[config.mk]
export PLATFORM = sky130hd
export DESIGN_NAME = irq_vector_ctrl
export DESIGN_NICKNAME = d
export VERILOG_FILES = /design/src/rtl/irq_vc_pkg.sv /design/src/rtl/irq_vc_edge_cap.sv /design/src/rtl/irq_vc_arbiter.sv /design/src/rtl/irq_vc_svc_track.sv /design/src/rtl/irq_vector_ctrl.sv
export SDC_FILE = /design/constraint.sdc
export NUM_CORES = 1
export LEC_CHECK = 0
export BUFFER_PORTS_ARGS = -buffer_cell sky130_fd_sc_hd__clkbuf_2
export CELL_PAD_IN_SITES_DETAIL_PLACEMENT = 1
export CELL_PAD_IN_SITES_GLOBAL_PLACEMENT = 1
export CORE_AREA = 10 10 79 61
export DETAILED_ROUTE_END_ITERATION = 10
export DIE_AREA = 0 0 89 71
export PLACE_DENSITY = 0.78
export SETUP_SLACK_MARGIN = 0.1
export SYNTH_ARGS = -nofsm -noshare
export SYNTH_HDL_FRONTEND = slang
export SYNTH_HIERARCHICAL = 1
export SYNTH_SLANG_ARGS = --single-unit
[constraint.sdc]
create_clock -name clk -period 6.9 [get_ports clk]
set_clock_uncertainty 0.15 [all_clocks]
set_input_delay 1.38 -clock clk [delete_from_list [all_inputs] [get_ports clk]]
set_output_delay 1.38 -clock clk [all_outputs]
set_load 0.02 [all_outputs]
[src/rtl/irq_vc_pkg.sv]
package irq_vc_pkg;

    typedef enum logic {
        TRIG_LEVEL = 1'b0,
        TRIG_EDGE  = 1'b1
    } trig_mode_e;

    localparam int unsigned NEST_CTRL_BIT = 4;
    localparam int unsigned CTRL_W        = NEST_CTRL_BIT + 1;
    localparam int unsigned SLOT_SHIFT    = 2;
    localparam int unsigned IDX_W         = 8;

    typedef struct packed {
        logic             valid;
        logic [IDX_W-1:0] idx;
    } pick_t;

    // Index of the lowest set bit, zero when none is set.
    function automatic logic [IDX_W-1:0] lowest_set(input logic [255:0] v);
        logic [IDX_W-1:0] r;
        r = '0;
        for (int i = 255; i >= 0; i--) begin
            if (v[i]) r = IDX_W'(i);
        end
        return r;
    endfunction

    function automatic logic [31:0] slot_addr(input logic [31:0] base,
                                              input logic [IDX_W-1:0] idx);
        return base + (32'(idx) << SLOT_SHIFT);
    endfunction

endpackage

[src/rtl/irq_vc_edge_cap.sv]
module irq_vc_edge_cap
    import irq_vc_pkg::*;
(
    input  logic       clk,
    input  logic       rst,
    input  logic       req_n,
    input  trig_mode_e mode,
    input  logic       clr,
    output logic       pend_o
);
    logic prev_q;
    logic lat_q;

    always_ff @(posedge clk) begin
        if (rst) begin
            prev_q <= 1'b1;
            lat_q  <= 1'b0;
        end else begin
            prev_q <= req_n;
            if (mode == TRIG_LEVEL)
                lat_q <= 1'b0;
            else if (prev_q && !req_n)
                lat_q <= 1'b1;
            else if (clr)
                lat_q <= 1'b0;
        end
    end

    assign pend_o = (mode == TRIG_EDGE) ? lat_q : !req_n;

endmodule

[src/rtl/irq_vc_arbiter.sv]
module irq_vc_arbiter
    import irq_vc_pkg::*;
#(
    parameter int unsigned NSRC = 8
) (
    input  logic [NSRC-1:0] cand,
    output pick_t           pick
);
    always_comb begin
        pick.valid = |cand;
        pick.idx   = '0;
        for (int i = NSRC - 1; i >= 0; i--) begin
            if (cand[i]) pick.idx = IDX_W'(i);
        end
    end
endmodule

[src/rtl/irq_vc_svc_track.sv]
module irq_vc_svc_track
    import irq_vc_pkg::*;
#(
    parameter int unsigned NSRC = 8
) (
    input  logic             clk,
    input  logic             rst,
    input  logic             nest_en,
    input  logic             push,
    input  logic [IDX_W-1:0] push_idx,
    input  logic             pop,
    output logic [NSRC-1:0]  active_o,
    output logic [NSRC-1:0]  allow_o
);
    logic [NSRC-1:0]  active_q;
    logic [NSRC-1:0]  active_n;
    logic [IDX_W-1:0] low;

    assign low = lowest_set(256'(active_q));

    always_comb begin
        for (int i = 0; i < NSRC; i++) begin
            if (active_q == '0)
                allow_o[i] = 1'b1;
            else if (nest_en)
                allow_o[i] = (IDX_W'(i) < low);
            else
                allow_o[i] = (i == 0) && !active_q[0];
        end
    end

    always_comb begin
        active_n = active_q;
        if (pop && (active_q != '0)) begin
            for (int i = 0; i < NSRC; i++) begin
                if (IDX_W'(i) == low) active_n[i] = 1'b0;
            end
        end
        if (push) begin
            for (int i = 0; i < NSRC; i++) begin
                if (IDX_W'(i) == push_idx) active_n[i] = 1'b1;
            end
        end
    end

    always_ff @(posedge clk) begin
        if (rst) active_q <= '0;
        else     active_q <= active_n;
    end

    assign active_o = active_q;

endmodule

[src/rtl/irq_vector_ctrl.sv]
module irq_vector_ctrl
    import irq_vc_pkg::*;
#(
    parameter int unsigned N_EXT    = 3,
    parameter int unsigned N_INT    = 4,
    parameter int unsigned ADDR_W   = 14,
    parameter logic [ADDR_W-1:0] VEC_BASE = 14'h0040,
    localparam int unsigned NSRC    = 1 + N_EXT + N_INT,
    localparam int unsigned SRC_W   = $clog2(NSRC)
) (
    input  logic              clk,
    input  logic              rst,
    input  logic              rst_req_i,
    input  logic [N_EXT-1:0]  ext_irq_n_i,
    input  logic [N_INT-1:0]  int_irq_i,
    input  logic [NSRC-1:0]   mask_i,
    input  logic [CTRL_W-1:0] ctrl_i,
    input  logic              ack_i,
    input  logic              rti_i,
    output logic              vec_valid_o,
    output logic [SRC_W-1:0]  vec_src_o,
    output logic [ADDR_W-1:0] vec_addr_o
);
    localparam int unsigned INT_LO = 1 + N_EXT;

    logic [NSRC-1:0]  pend;
    logic [NSRC-1:0]  allow;
    logic [NSRC-1:0]  cand;
    logic [NSRC-1:0]  eff_mask;
    logic [NSRC-1:0]  svc_active;
    logic [N_EXT-1:0] edge_clr;
    logic             take;
    pick_t            pick;

    assign pend[0] = rst_req_i;

    for (genvar k = 0; k < N_EXT; k++) begin : g_ext
        irq_vc_edge_cap u_cap (
            .clk    (clk),
            .rst    (rst),
            .req_n  (ext_irq_n_i[k]),
            .mode   (trig_mode_e'(ctrl_i[k])),
            .clr    (edge_clr[k]),
            .pend_o (pend[1+k])
        );
        assign edge_clr[k] = take && (pick.idx == IDX_W'(1 + k));
    end

    assign pend[INT_LO +: N_INT] = int_irq_i;

    assign eff_mask = mask_i | NSRC'(1);
    assign cand     = pend & eff_mask & allow;

    irq_vc_arbiter #(.NSRC(NSRC)) u_arb (
        .cand (cand),
        .pick (pick)
    );

    assign take = ack_i && pick.valid;

    irq_vc_svc_track #(.NSRC(NSRC)) u_trk (
        .clk      (clk),
        .rst      (rst),
        .nest_en  (ctrl_i[NEST_CTRL_BIT]),
        .push     (take),
        .push_idx (pick.idx),
        .pop      (rti_i),
        .active_o (svc_active),
        .allow_o  (allow)
    );

    assign vec_valid_o = pick.valid;
    assign vec_src_o   = pick.idx[SRC_W-1:0];
    assign vec_addr_o  = ADDR_W'(slot_addr(32'(VEC_BASE), pick.idx));

endmodule

==> results of run 1 <==
-- worst max-delay path: cells and delay by family --
kind                   cells  cell delay [ns]
AO/OA/AOI/OAI              4             0.87
buffers and inverters      3             0.56
AND/OR/NAND/NOR            1             0.28
-- final cells by class --
cell class,count,area [µm²]
inverter,15,56.3
multi-input combinational,111,768
tap,40,50.0
fill,424,2000
sequential,14,280
clock buffer,3,41.3
timing repair buffer,31,160
-- final timing paths --
kind                              start              endpoint  cells past startpoint
setup / recovery              ctrl_i[4]         vec_addr_o[2]                      8
hold / removal    g_ext[1].u_cap/prev_q  g_ext[1].u_cap/lat_q                      2
setup reg to reg      u_trk/active_o[2]  g_ext[0].u_cap/lat_q                     11
hold reg to reg   g_ext[1].u_cap/prev_q  g_ext[1].u_cap/lat_q                      2
-- sequential cells by signal, indices dropped and copies added, names as in the netlist --
signal,cells
g_ext.u_cap/lat_q,3
u_trk/active_o,8
g_ext.u_cap/prev_q,3
-- logic make-up (layout without fill, tap and decap cells) --
group / count (synthesis) / after routing / synth area share [%]
DFF: 14 / 14 / 24.0
muxes: 3 / 3 / 2.57
adders and majority gates: 2 / 2 / 2.14
buffers and inverters: 29 / 49 / 13.5
other: 2 / 10 / 0.643
and+or+nand+nor: 65 / 65 / 38.2
xor gates and xnor gates: 2 / 2 / 1.50
AOI/OAI and AO/OA: 29 / 29 / 17.5
-- through the flow --
| stage | total power, mW | hold WS (ns) | utilization [%] | instances |
|---|---|---|---|---|
| after detailed placement | 0.142 | 0.316 | 39.2 | 211 |
| final | 0.208 | 0.322 | 40.4 | 214 |
| after global routing | 0.220 | 0.342 | 40.4 | 214 |
| after floorplan | 0.129 | 0.304 | - | 154 |
| after global placement | 0.140 | 0.309 | 39.2 | 211 |
| after CTS | 0.210 | 0.324 | 40.4 | 214 |
-- Yosys cell counts, types with 2 or more instances --
cell type	n
inv_1	15
dfxtp_1	14
buf_4	13
nor2_1	12
and3_1	8
a21oi_1	7
nand2b_1	7
nor3_1	5
nand2_1	4
nand3_1	4
o21ai_0	4
a21oi_2	3
and2_1	3
mux2i_1	3
nand2b_4	3
or2_1	3
conb_1	2
ha_1	2
nand4bb_1	2
nor4_1	2
nor4_2	2
o21bai_1	2
o31ai_1	2
-- power groups by stage --
stage	Sequential (mW)	Clock [mW]	Combinational, mW
finish	0.0840	0.0661	0.0577
global route	0.0842	0.0720	0.0635
CTS	0.0841	0.0689	0.0569
floorplan	0.0855	0	0.0430
global placement	0.0857	0	0.0541
detailed placement	0.0858	0	0.0561
-- routing by layer --
metal  track usage (%)  routed length (µm)  up-vias
met5                 0                   0        -
met4              5.28                  43        0
met3              3.43                 317        4
met2              19.1                1690       33
met1              12.9                1550      536
li1                  -                   -      552
==> metrics.md, run 1 <==
| Metric | Value |
|---|---|
| Drt drc | `0` |
| Slew @ Worst Pin | `0.692 ns` |
| Drt first-iter violations | `21` |
| Core Region | `3360 µm²` |
| Most common flop cell mapped by yosys | `dfxtp_1` |
| GRT Resource Usage Total | `11.4%` |
| Critical path type | `input pin to output port` |
| Worst path required time | `5.37 ns` |
| Worst setup margin | `2.27 ns` |
| I/O Buffers | `29` |
| Setup TNS | `0 ns` |
| CTS tree | `yes` |
| Pwr per Cell Area | `153 nW/µm²` |
| Synth-to-Final Area Change | `16.1%` |
| Yosys top cell by area | `dfxtp_1` |
| Min cycle time layout | `4.63 ns` |
| RSZ-0062 raised after global routing | `no` |
| Initial DRT Pass Iterations | `4` |
| Lkg Pwr | `0.614 nW` |
| Slew Limit Fails | `0` |
| FF-to-FF setup slack | `3.76 ns` |
| Die Wd | `89 µm` |
| Fmax | `216 MHz` |
| Synth Warn # | `6` |
| Full die area | `6320 µm²` |
| GP Congestion | `0.821` |
| H-Tree Depth | `1` |
| CTS Hold Bufs | `0` |
| Critical Path, Cell by Cell | `clkbuf_2, o21ai_1, a2111oi_0, and3_1, a21oi_1, o41ai_2, buf_4, clkbuf_2` |
| Skew-Pair Late Insertion Delay | `0.24 ns` |
| Post-route cell area | `1360 µm²` |
| Sw frac | `31.6%` |
| Postcts setup bufs | `0` |
| Top cells by area, synth | `dfxtp_1, buf_4, inv_1` |
| Final net count | `203` |
| Final worst path period share | `67.0%` |
| Setup Viol. Count Final | `0` |
| Starting density of the core | `34.8%` |
| Worst setup EP type | `output port` |
| Seq pwr share | `40.4%` |
| Clock power share | `31.8%` |
| Internal power | `0.142 mW` |
| Placed Area | `1320 µm²` |
| Post-Syn Instances | `146` |
| Diode count | `0` |
| EDFF count, synth | `0` |
| Post-CTS Resized | `0` |
| CP max-delay cell | `a2111oi_0` |
| Max cap viols | `0` |
| Die height | `71 µm` |
| Routed wire length per instance | `16.8 µm` |
| Most used cell, CP | `clkbuf_2` |
| Synth Area per Inst | `8.00 µm²` |
| Clock Tree Buf Depth | `2` |
| Routed WL | `3590 µm` |
| CP max FO | `10` |
| Slew Limit Headroom | `53.9%` |
| Sequential share of the synthesized area | `24.0%` |
| ANT nets after route | `0` |
| CP arrival | `3.10 ns` |
| Commonest non-fill, non-tap cells in the layout | `clkbuf_2, inv_1, dfxtp_1` |
| Comb pwr share | `27.8%` |
| Layout cell share with drive strength beyond 1 | `28.2%` |
| Io pins | `43` |
| TritonCTS Buffers | `3` |
| Grt ovf | `0` |
| Dpl ws | `2.30 ns` |
| Clock-pin transition on the worst setup and hold timing paths | `0.05 ns` |
| HPWL after detailed placement | `2960 µm` |
| Initial antenna violation count | `0` |
| Fraction of registers with async set or reset after synthesis | `0%` |
| DR vias | `1125` |
| Largest net degree at the start of global routing | `14` |
| Root Buffer | `clkbuf_8` |
| Crit start category | `input pin` |
| First-pass GRT wire length | `5750 µm` |
| Row count | `18` |
| Vias per inst | `5.26` |
| Status | `finished, final reports clean` |
| Sw power | `0.0656 mW` |
| TritonCTS Sinks | `14` |
| Worst vdd ir | `0.0000630 V` |
| Number of global-route vias before repair | `1223` |
| Top-area cell type share of the netlist area | `24.0%` |
| CP peak stage delay | `0.42 ns` |
| Hold Crit Class | `flip-flop to flip-flop` |
| Most common cell after layout, fill and taps aside | `clkbuf_2` |
| Number of synthesized register bits | `14` |
| Synth Cell Area | `1170 µm²` |
| Cell variety after synth | `47` |
| Final Hold Fails | `0` |
Note: power is estimated with default switching activity, not from simulation.
==> inputs of run 2 (changes only) <==
- ABC_AREA: default -> 1
- CORE_AREA: 10 10 79 61 -> 10 10 88 67
- DIE_AREA: 0 0 89 71 -> 0 0 98 77
- PLACE_DENSITY: 0.78 -> 0.72
- clock period: 6.9 -> 3.9 ns (I/O delays scaled with it)
==> run 2 against run 1 <==
  * First-iteration DRC count increased by 67%
  * Sequential power is 76% higher
  * Cell area grew 6.6%
  * Hold slack lost 0.026 ns
  * Flip-flop and latch count unchanged
  * Wire length up 1.6%
  * Power rose by 87%
==> metrics.md, run 2 <==
| Metric | Value |
|---|---|
| Clock Tree Buf Depth | `2 (unchanged)` |
| Final worst path period share | `87.7%` |
| CTS Hold Bufs | `0 (unchanged)` |
| Placed Area | `1390 µm² (was 1320 µm²)` |
| Sequential share of the synthesized area | `22.7% (was 24.0%)` |
| Routed WL | `3650 µm (was 3590 µm)` |
| HPWL after detailed placement | `3170 µm (was 2960 µm)` |
| Post-CTS Resized | `0 (unchanged)` |
| Synth Warn # | `6 (unchanged)` |
| Clock-pin transition on the worst setup and hold timing paths | `0.06 ns (was 0.05 ns)` |
| Slew Limit Headroom | `64.5% (was 53.9%)` |
| Post-layout util | `34.2% (was 40.4%)` |
| Routed wire length per instance | `12.7 µm (was 16.8 µm)` |
| GP Congestion | `0.726 (was 0.821)` |
| Post-Syn Instances | `204 (was 146)` |
| Commonest cells post-synth | `nand2_1, inv_1, dfxtp_1, nor2_1, buf_4 (was inv_1, dfxtp_1, buf_4)` |
| GRT busiest layer | `met2 (unchanged)` |
| CP peak stage delay | `0.43 ns (was 0.42 ns)` |
| ANT nets after route | `0 (unchanged)` |
| Row count | `20 (was 18)` |
| Dpl ws | `0.477 ns (was 2.30 ns)` |
| CTS tree | `yes (unchanged)` |
| Setup TNS | `0 ns (unchanged)` |
| Most common cell in the netlist | `nand2_1 (was inv_1)` |
| Initial DRT Pass Iterations | `4 (unchanged)` |
| Clock power share | `36.9% (was 31.8%)` |
| Worst hold slack | `0.296 ns (was 0.322 ns)` |
| Comb pwr share | `25.0% (was 27.8%)` |
| RSZ-0062 raised after global routing | `no (unchanged)` |
| Number of global-route vias before repair | `1252 (was 1223)` |
| Status | `finished, final reports clean (unchanged)` |
| H-Tree Depth | `1 (unchanged)` |
| Lkg Pwr | `0.761 nW (was 0.614 nW)` |
| Fraction of registers with async set or reset after synthesis | `0% (unchanged)` |
| Crit start category | `input pin (unchanged)` |
| Postcts setup bufs | `0 (unchanged)` |
| Worst hold start | `g_ext[2].u_cap/prev_q (was g_ext[1].u_cap/prev_q)` |
| Yosys top cell by area | `dfxtp_1 (unchanged)` |
| CP arrival | `2.49 ns (was 3.10 ns)` |
| Slew Limit Fails | `0 (unchanged)` |
| Min cycle time layout | `3.42 ns` |
| Worst vdd ir | `0.0000980 V (was 0.0000630 V)` |
| Setup Viol. Count Final | `0 (unchanged)` |
| Number of synthesized register bits | `14 (unchanged)` |
| Final net count | `261 (was 203)` |
| CP startpoint | `ctrl_i[4] (unchanged)` |
| Diode count | `0 (unchanged)` |
| Final Hold Fails | `0 (unchanged)` |
| Vias per inst | `4.24 (was 5.26)` |
| Largest register FFs | `8 (unchanged)` |
| Sw power | `0.121 mW (was 0.0656 mW)` |
| Core Region | `4230 µm² (was 3360 µm²)` |
| Met2 usage | `15.1% (was 19.1%)` |
| Io pins | `43 (unchanged)` |
| Initial antenna violation count | `0 (unchanged)` |
| Worst setup margin | `0.480 ns (was 2.27 ns)` |
| Largest net degree at the start of global routing | `12 (was 14)` |
| Fmax | `292 MHz` |
| Commonest non-fill, non-tap cells in the layout | `nand2_1, inv_1, clkbuf_2 (was clkbuf_2, inv_1, dfxtp_1)` |
| Worst path required time | `2.97 ns (was 5.37 ns)` |
| Critical Path, Cell by Cell | `clkbuf_2, inv_1, a21oi_4, inv_2, a21oi_4, o21a_1, and3_1, inv_1, nand2_1, nand2_1, nand2_1, nand2_1, nand2_1, a21oi_1, clkbuf_2 (was clkbuf_2, o21ai_1, a2111oi_0, and3_1, a21oi_1, o41ai_2, buf_4, clkbuf_2)` |
| Die Wd | `98 µm (was 89 µm)` |
| I/O Buffers | `29 (unchanged)` |
| Top cells by area, synth | `dfxtp_1, nand2_1, inv_1 (was dfxtp_1, buf_4, inv_1)` |
| Synth Cell Area | `1230 µm² (was 1170 µm²)` |
| Starting density of the core | `29.2% (was 34.8%)` |
| DR vias | `1220 (was 1125)` |
| Filler Cell Count | `601 (was 424)` |
| Synth Area per Inst | `6.05 µm² (was 8.00 µm²)` |
| Placed cells | `284 (was 211)` |
| Skew-Pair Late Insertion Delay | `0.24 ns (about the same)` |
| Sw frac | `31.1% (was 31.6%)` |
| Worst r2r src | `u_trk/active_o[2] (unchanged)` |
| TritonCTS Buffers | `3 (unchanged)` |
| Worst setup EP type | `output port (unchanged)` |
| Fin cells | `288 (was 214)` |
| GRT Resource Usage Total | `9.47% (was 11.4%)` |
| Seq pwr share | `38.1% (was 40.4%)` |
| Max cap viols | `0 (unchanged)` |
| Critical path type | `input pin to output port (unchanged)` |
| Cell variety after synth | `27 (was 47)` |
| Full die area | `7550 µm² (was 6320 µm²)` |
| Pwr per Cell Area | `269 nW/µm² (was 153 nW/µm²)` |
| First-pass GRT wire length | `6130 µm (was 5750 µm)` |
| Most common flop cell mapped by yosys | `dfxtp_1 (unchanged)` |
| Synth-to-Final Area Change | `17.2% (was 16.1%)` |
| Post-route cell area | `1450 µm² (was 1360 µm²)` |
| CP max FO | `6 (was 10)` |
| Most used cell, CP | `nand2_1 (was clkbuf_2)` |
| Die height | `77 µm (was 71 µm)` |
| Drt first-iter violations | `35 (was 21)` |
| TritonCTS Sinks | `14 (unchanged)` |
| Internal power | `0.268 mW (was 0.142 mW)` |
| EDFF count, synth | `0 (unchanged)` |
| Most common cell after layout, fill and taps aside | `nand2_1 (was clkbuf_2)` |
| CP max-delay cell | `a21oi_1 (was a2111oi_0)` |
| Slew @ Worst Pin | `0.532 ns (was 0.692 ns)` |
| Met1 GRT Util | `12.5% (was 12.9%)` |
| Root Buffer | `clkbuf_8 (unchanged)` |
| Met3 Use GR | `3.13% (was 3.43%)` |
| Hold Crit Class | `flip-flop to flip-flop (unchanged)` |
| Top-area cell type share of the netlist area | `22.7% (was 24.0%)` |
| Grt ovf | `0 (unchanged)` |
| Layout cell share with drive strength beyond 1 | `27.0% (was 28.2%)` |
| Overall Power | `0.388 mW (was 0.208 mW)` |
| Drt drc | `0 (unchanged)` |
## run 2: power by group through the flow
stage,sequential (mW),combinational (mW),clock (mW)
floorplan,0.151,0.0758,0
global placement,0.151,0.0938,0
detailed placement,0.151,0.0951,0
CTS,0.148,0.0959,0.150
global route,0.148,0.109,0.159
finish,0.148,0.0970,0.143
## run 2: logic make-up after synthesis
kind of cell,share of synthesized area (%)
and+or+nand+nor,37.6
buffers and inverters,22.5
AOI/OAI and AO/OA,13.1
DFF,22.7
xor gates and xnor gates,1.42
adders and majority gates,2.03
other,0.609
## run 2: final timing paths
path | end | slack, ns | depth (start not counted)
max reg2reg | g_ext[0].u_cap/lat_q | 1.00 | 19
max | vec_src_o[0] | 0.48 | 15
min reg2reg | g_ext[2].u_cap/lat_q | 0.30 | 2
min | g_ext[2].u_cap/lat_q | 0.30 | 2
## run 2: metal layers
layer | share of wire [%] | vias up
li1 | - | 647
met1 | 51 | 548
met2 | 45 | 25
met3 | 4.5 | 0
met4 | 0 | 0
met5 | 0 | -
## run 2: cell type report
cell class	instances	area, µm²	share of cell area (%)
multi-input cells	137	706	48.8
flip-flops and latches	14	280	19.4
inverters	47	176	12.2
repair buffers	31	160	11.1
well taps	55	68.8	4.76
clock buffers	4	55.1	3.81
## run 2: critical path: cells and delay by family
family	cells	cell delay (ns)
buffers and inverters	5	0.64
AND/OR/NAND/NOR	6	0.42
AO/OA/AOI/OAI	4	0.65
==> inputs of run 3 (changes only) <==
--- a/config.mk
+++ b/config.mk
@@ -8,2 +8,3 @@
 export ABC_AREA = 1
+export ABC_CLOCK_PERIOD_IN_PS = 3900
 export BUFFER_PORTS_ARGS = -buffer_cell sky130_fd_sc_hd__clkbuf_2
==> constraint.sdc (replaced) <==
create_clock -name clk -period 3.9 [get_ports clk]
set_clock_uncertainty 0.15 [all_clocks]
set_input_delay 0.585 -clock clk [delete_from_list [all_inputs] [get_ports clk]]
set_output_delay 0.585 -clock clk [all_outputs]
set_load 0.02 [all_outputs]
==> run 3 against run 2 <==
  * Non-clock buffer count is the same
  * Critical path depth up 1
  * Largest power group unchanged
  * Power is 7.0% lower
  * Maximum frequency up 9.1%
  * Global-route usage decreased by 0.49 points
  * Final cell count down 0.35%
  * Hold slack worse by 0.00073 ns
  * Sequential share of layout area up 0.19 points
==> metrics.md, run 3 (synthesized netlist as in run 2, its figures left out) <==
| Metric | Value |
|---|---|
| Io pins | `43 (unchanged)` |
| GRT busiest layer | `met2 (unchanged)` |
| Commonest non-fill, non-tap cells in the layout | `nand2_1, inv_1, clkbuf_2 (unchanged)` |
| Filler Cell Count | `588 (was 601)` |
| I/O Buffers | `29 (unchanged)` |
| TritonCTS Sinks | `14 (unchanged)` |
| Hold Crit Class | `flip-flop to flip-flop (unchanged)` |
| Met1 GRT Util | `12.7% (was 12.5%)` |
| Largest register FFs | `8 (unchanged)` |
| Routed WL | `3480 µm (was 3650 µm)` |
| Skew-Pair Late Insertion Delay | `0.24 ns (about the same)` |
| Worst vdd ir | `0.000128 V (was 0.0000980 V)` |
| Status | `finished, final reports clean (unchanged)` |
| WP buf/inv | `3 (was 5)` |
| Die Wd | `98 µm (unchanged)` |
| Setup Viol. Count Final | `0 (unchanged)` |
| CP max-delay cell | `a21oi_1 (unchanged)` |
| Largest net degree at the start of global routing | `12 (unchanged)` |
| Layout cell share with drive strength beyond 1 | `26.7% (was 27.0%)` |
| Synth-to-Final Area Change | `16.1% (was 17.2%)` |
| TritonCTS Buffers | `3 (unchanged)` |
| Pwr per Cell Area | `252 nW/µm² (was 269 nW/µm²)` |
| Initial DRT Pass Iterations | `4 (unchanged)` |
| Met2 usage | `13.5% (was 15.1%)` |
| DR vias | `1212 (was 1220)` |
| Final net count | `261 (unchanged)` |
| Slew Limit Fails | `0 (unchanged)` |
| Lkg Pwr | `0.754 nW (was 0.761 nW)` |
| Drt drc | `0 (unchanged)` |
| Worst hold slack | `0.295 ns (was 0.296 ns)` |
| Multi-input gate area | `706 µm² (unchanged)` |
| Routed wire length per instance | `12.1 µm (was 12.7 µm)` |
| Fmax | `319 MHz (was 292 MHz)` |
| Most common cell after layout, fill and taps aside | `nand2_1 (unchanged)` |
| GP Congestion | `0.721 (was 0.726)` |
| Row count | `20 (unchanged)` |
| GRT Resource Usage Total | `8.97% (was 9.47%)` |
| Clock-pin transition on the worst setup and hold timing paths | `0.06 ns (about the same)` |
| Register Area | `280 µm² (unchanged)` |
| Min cycle time layout | `3.13 ns (was 3.42 ns)` |
| CP max FO | `6 (unchanged)` |
| Postcts setup bufs | `0 (unchanged)` |
| Starting density of the core | `29.2% (unchanged)` |
| CTS tree | `yes (unchanged)` |
| CTS Hold Bufs | `0 (unchanged)` |
| Number of global-route vias before repair | `1212 (was 1252)` |
| Final Hold Fails | `0 (unchanged)` |
| RSZ-0062 raised after global routing | `no (unchanged)` |
| CP arrival | `2.40 ns (was 2.49 ns)` |
| Core Region | `4230 µm² (unchanged)` |
| CP top delay family | `simple AND/OR/NAND/NOR gates (was compound AO/OA/AOI/OAI gates)` |
| Worst path required time | `3.16 ns (was 2.97 ns)` |
| Critical Path, Cell by Cell | `inv_2, nand2_1, nand2_1, nand2_1, nand2_1, nand2_1, nand2_1, nand2_1, a31oi_1, and3_1, inv_1, nand2_1, nand2_1, nand2_1, a21oi_1, clkbuf_2 (was clkbuf_2, inv_1, a21oi_4, inv_2, a21oi_4, o21a_1, and3_1, inv_1, nand2_1, nand2_1, nand2_1, nand2_1, nand2_1, a21oi_1, clkbuf_2)` |
| Met3 Use GR | `2.78% (was 3.13%)` |
| Full die area | `7550 µm² (unchanged)` |
| Initial antenna violation count | `0 (unchanged)` |
| Setup TNS | `0 ns (unchanged)` |
| Vias per inst | `4.22 (was 4.24)` |
| Grt ovf | `0 (unchanged)` |
| Diode count | `0 (unchanged)` |
| Final worst path period share | `80.4% (was 87.7%)` |
| Critical path type | `flip-flop to output port (was input pin to output port)` |
| HPWL after detailed placement | `3080 µm (was 3170 µm)` |
| Post-CTS Resized | `0 (unchanged)` |
| ANT nets after route | `0 (unchanged)` |
| H-Tree Depth | `1 (unchanged)` |
| Overall Power | `0.361 mW (was 0.388 mW)` |
| Worst setup EP type | `output port (unchanged)` |
| CP peak stage delay | `0.38 ns (was 0.43 ns)` |
| Die height | `77 µm (unchanged)` |
| Clock Tree Buf Depth | `2 (unchanged)` |
| Max cap viols | `0 (unchanged)` |
| Root Buffer | `clkbuf_8 (unchanged)` |
| Crit start category | `flip-flop (was input pin)` |
| First-pass GRT wire length | `5830 µm (was 6130 µm)` |
| Most used cell, CP | `nand2_1 (unchanged)` |
| Drt first-iter violations | `37 (was 35)` |
[run 3: changes by cell type in the layout (fill, tap and decap cells not counted)]
cell and change:
clkbuf_8 -1
[run 3: metal layers]
metal	wire length, µm	share of wire, %
met1	1870	54
met2	1430	41
met3	171	4.9
met4	7	0.20
met5	0	0
[run 3: where the power goes]
group          leakage (nW)  internal (mW)  total (mW)  switching [mW]
Sequential            0.114          0.146       0.148         0.00146
Clock                0.0216         0.0682       0.117          0.0488
Combinational         0.618         0.0320      0.0964          0.0643
[run 3: worst paths after layout]
path	from	end	slack [ns]	cells past startpoint
max	u_trk/active_o[6]	vec_src_o[0]	0.77	16
min	g_ext[2].u_cap/prev_q	g_ext[2].u_cap/lat_q	0.30	2
max reg2reg	u_trk/active_o[6]	g_ext[0].u_cap/lat_q	1.04	22
min reg2reg	g_ext[2].u_cap/prev_q	g_ext[2].u_cap/lat_q	0.30	2
[run 3: layout make-up]
type | count | share of cell area, %
Clock buffer | 3 | 2.88
Inverter | 47 | 12.3
Multi-Input combinational cell | 137 | 49.3
Sequential cell | 14 | 19.6
Tap cell | 55 | 4.80
Timing Repair Buffer | 31 | 11.2
[run 3: through the flow]
step	util (%)	setup WS [ns]	area [µm²]	std cells
after floorplan	-	0.848	1260	212
after detailed placement	32.9	0.878	1390	284
final	33.9	0.765	1430	287
after global placement	32.9	0.930	1390	284
after global routing	33.9	0.512	1430	287
after CTS	33.9	0.718	1430	287
[run 3: worst register-to-register path: stages, from the launching register on]
cell and delay (ns):
dfxtp_1 0.34, inv_2 0.04, nand2_1 0.05, nand2_1 0.05, nand2_1 0.05, nand2_1 0.04, nand2_1 0.16, nand2_1 0.10
nand2_1 0.11, a31oi_1 0.11, and3_1 0.22, inv_1 0.07, nand2_1 0.05, nand2_1 0.05, nand2_1 0.05, a21oi_1 0.38
buf_4 0.21, inv_1 0.05, or2_0 0.19, nor2_1 0.10, inv_1 0.05, nand2_1 0.06, a21oi_2 0.05
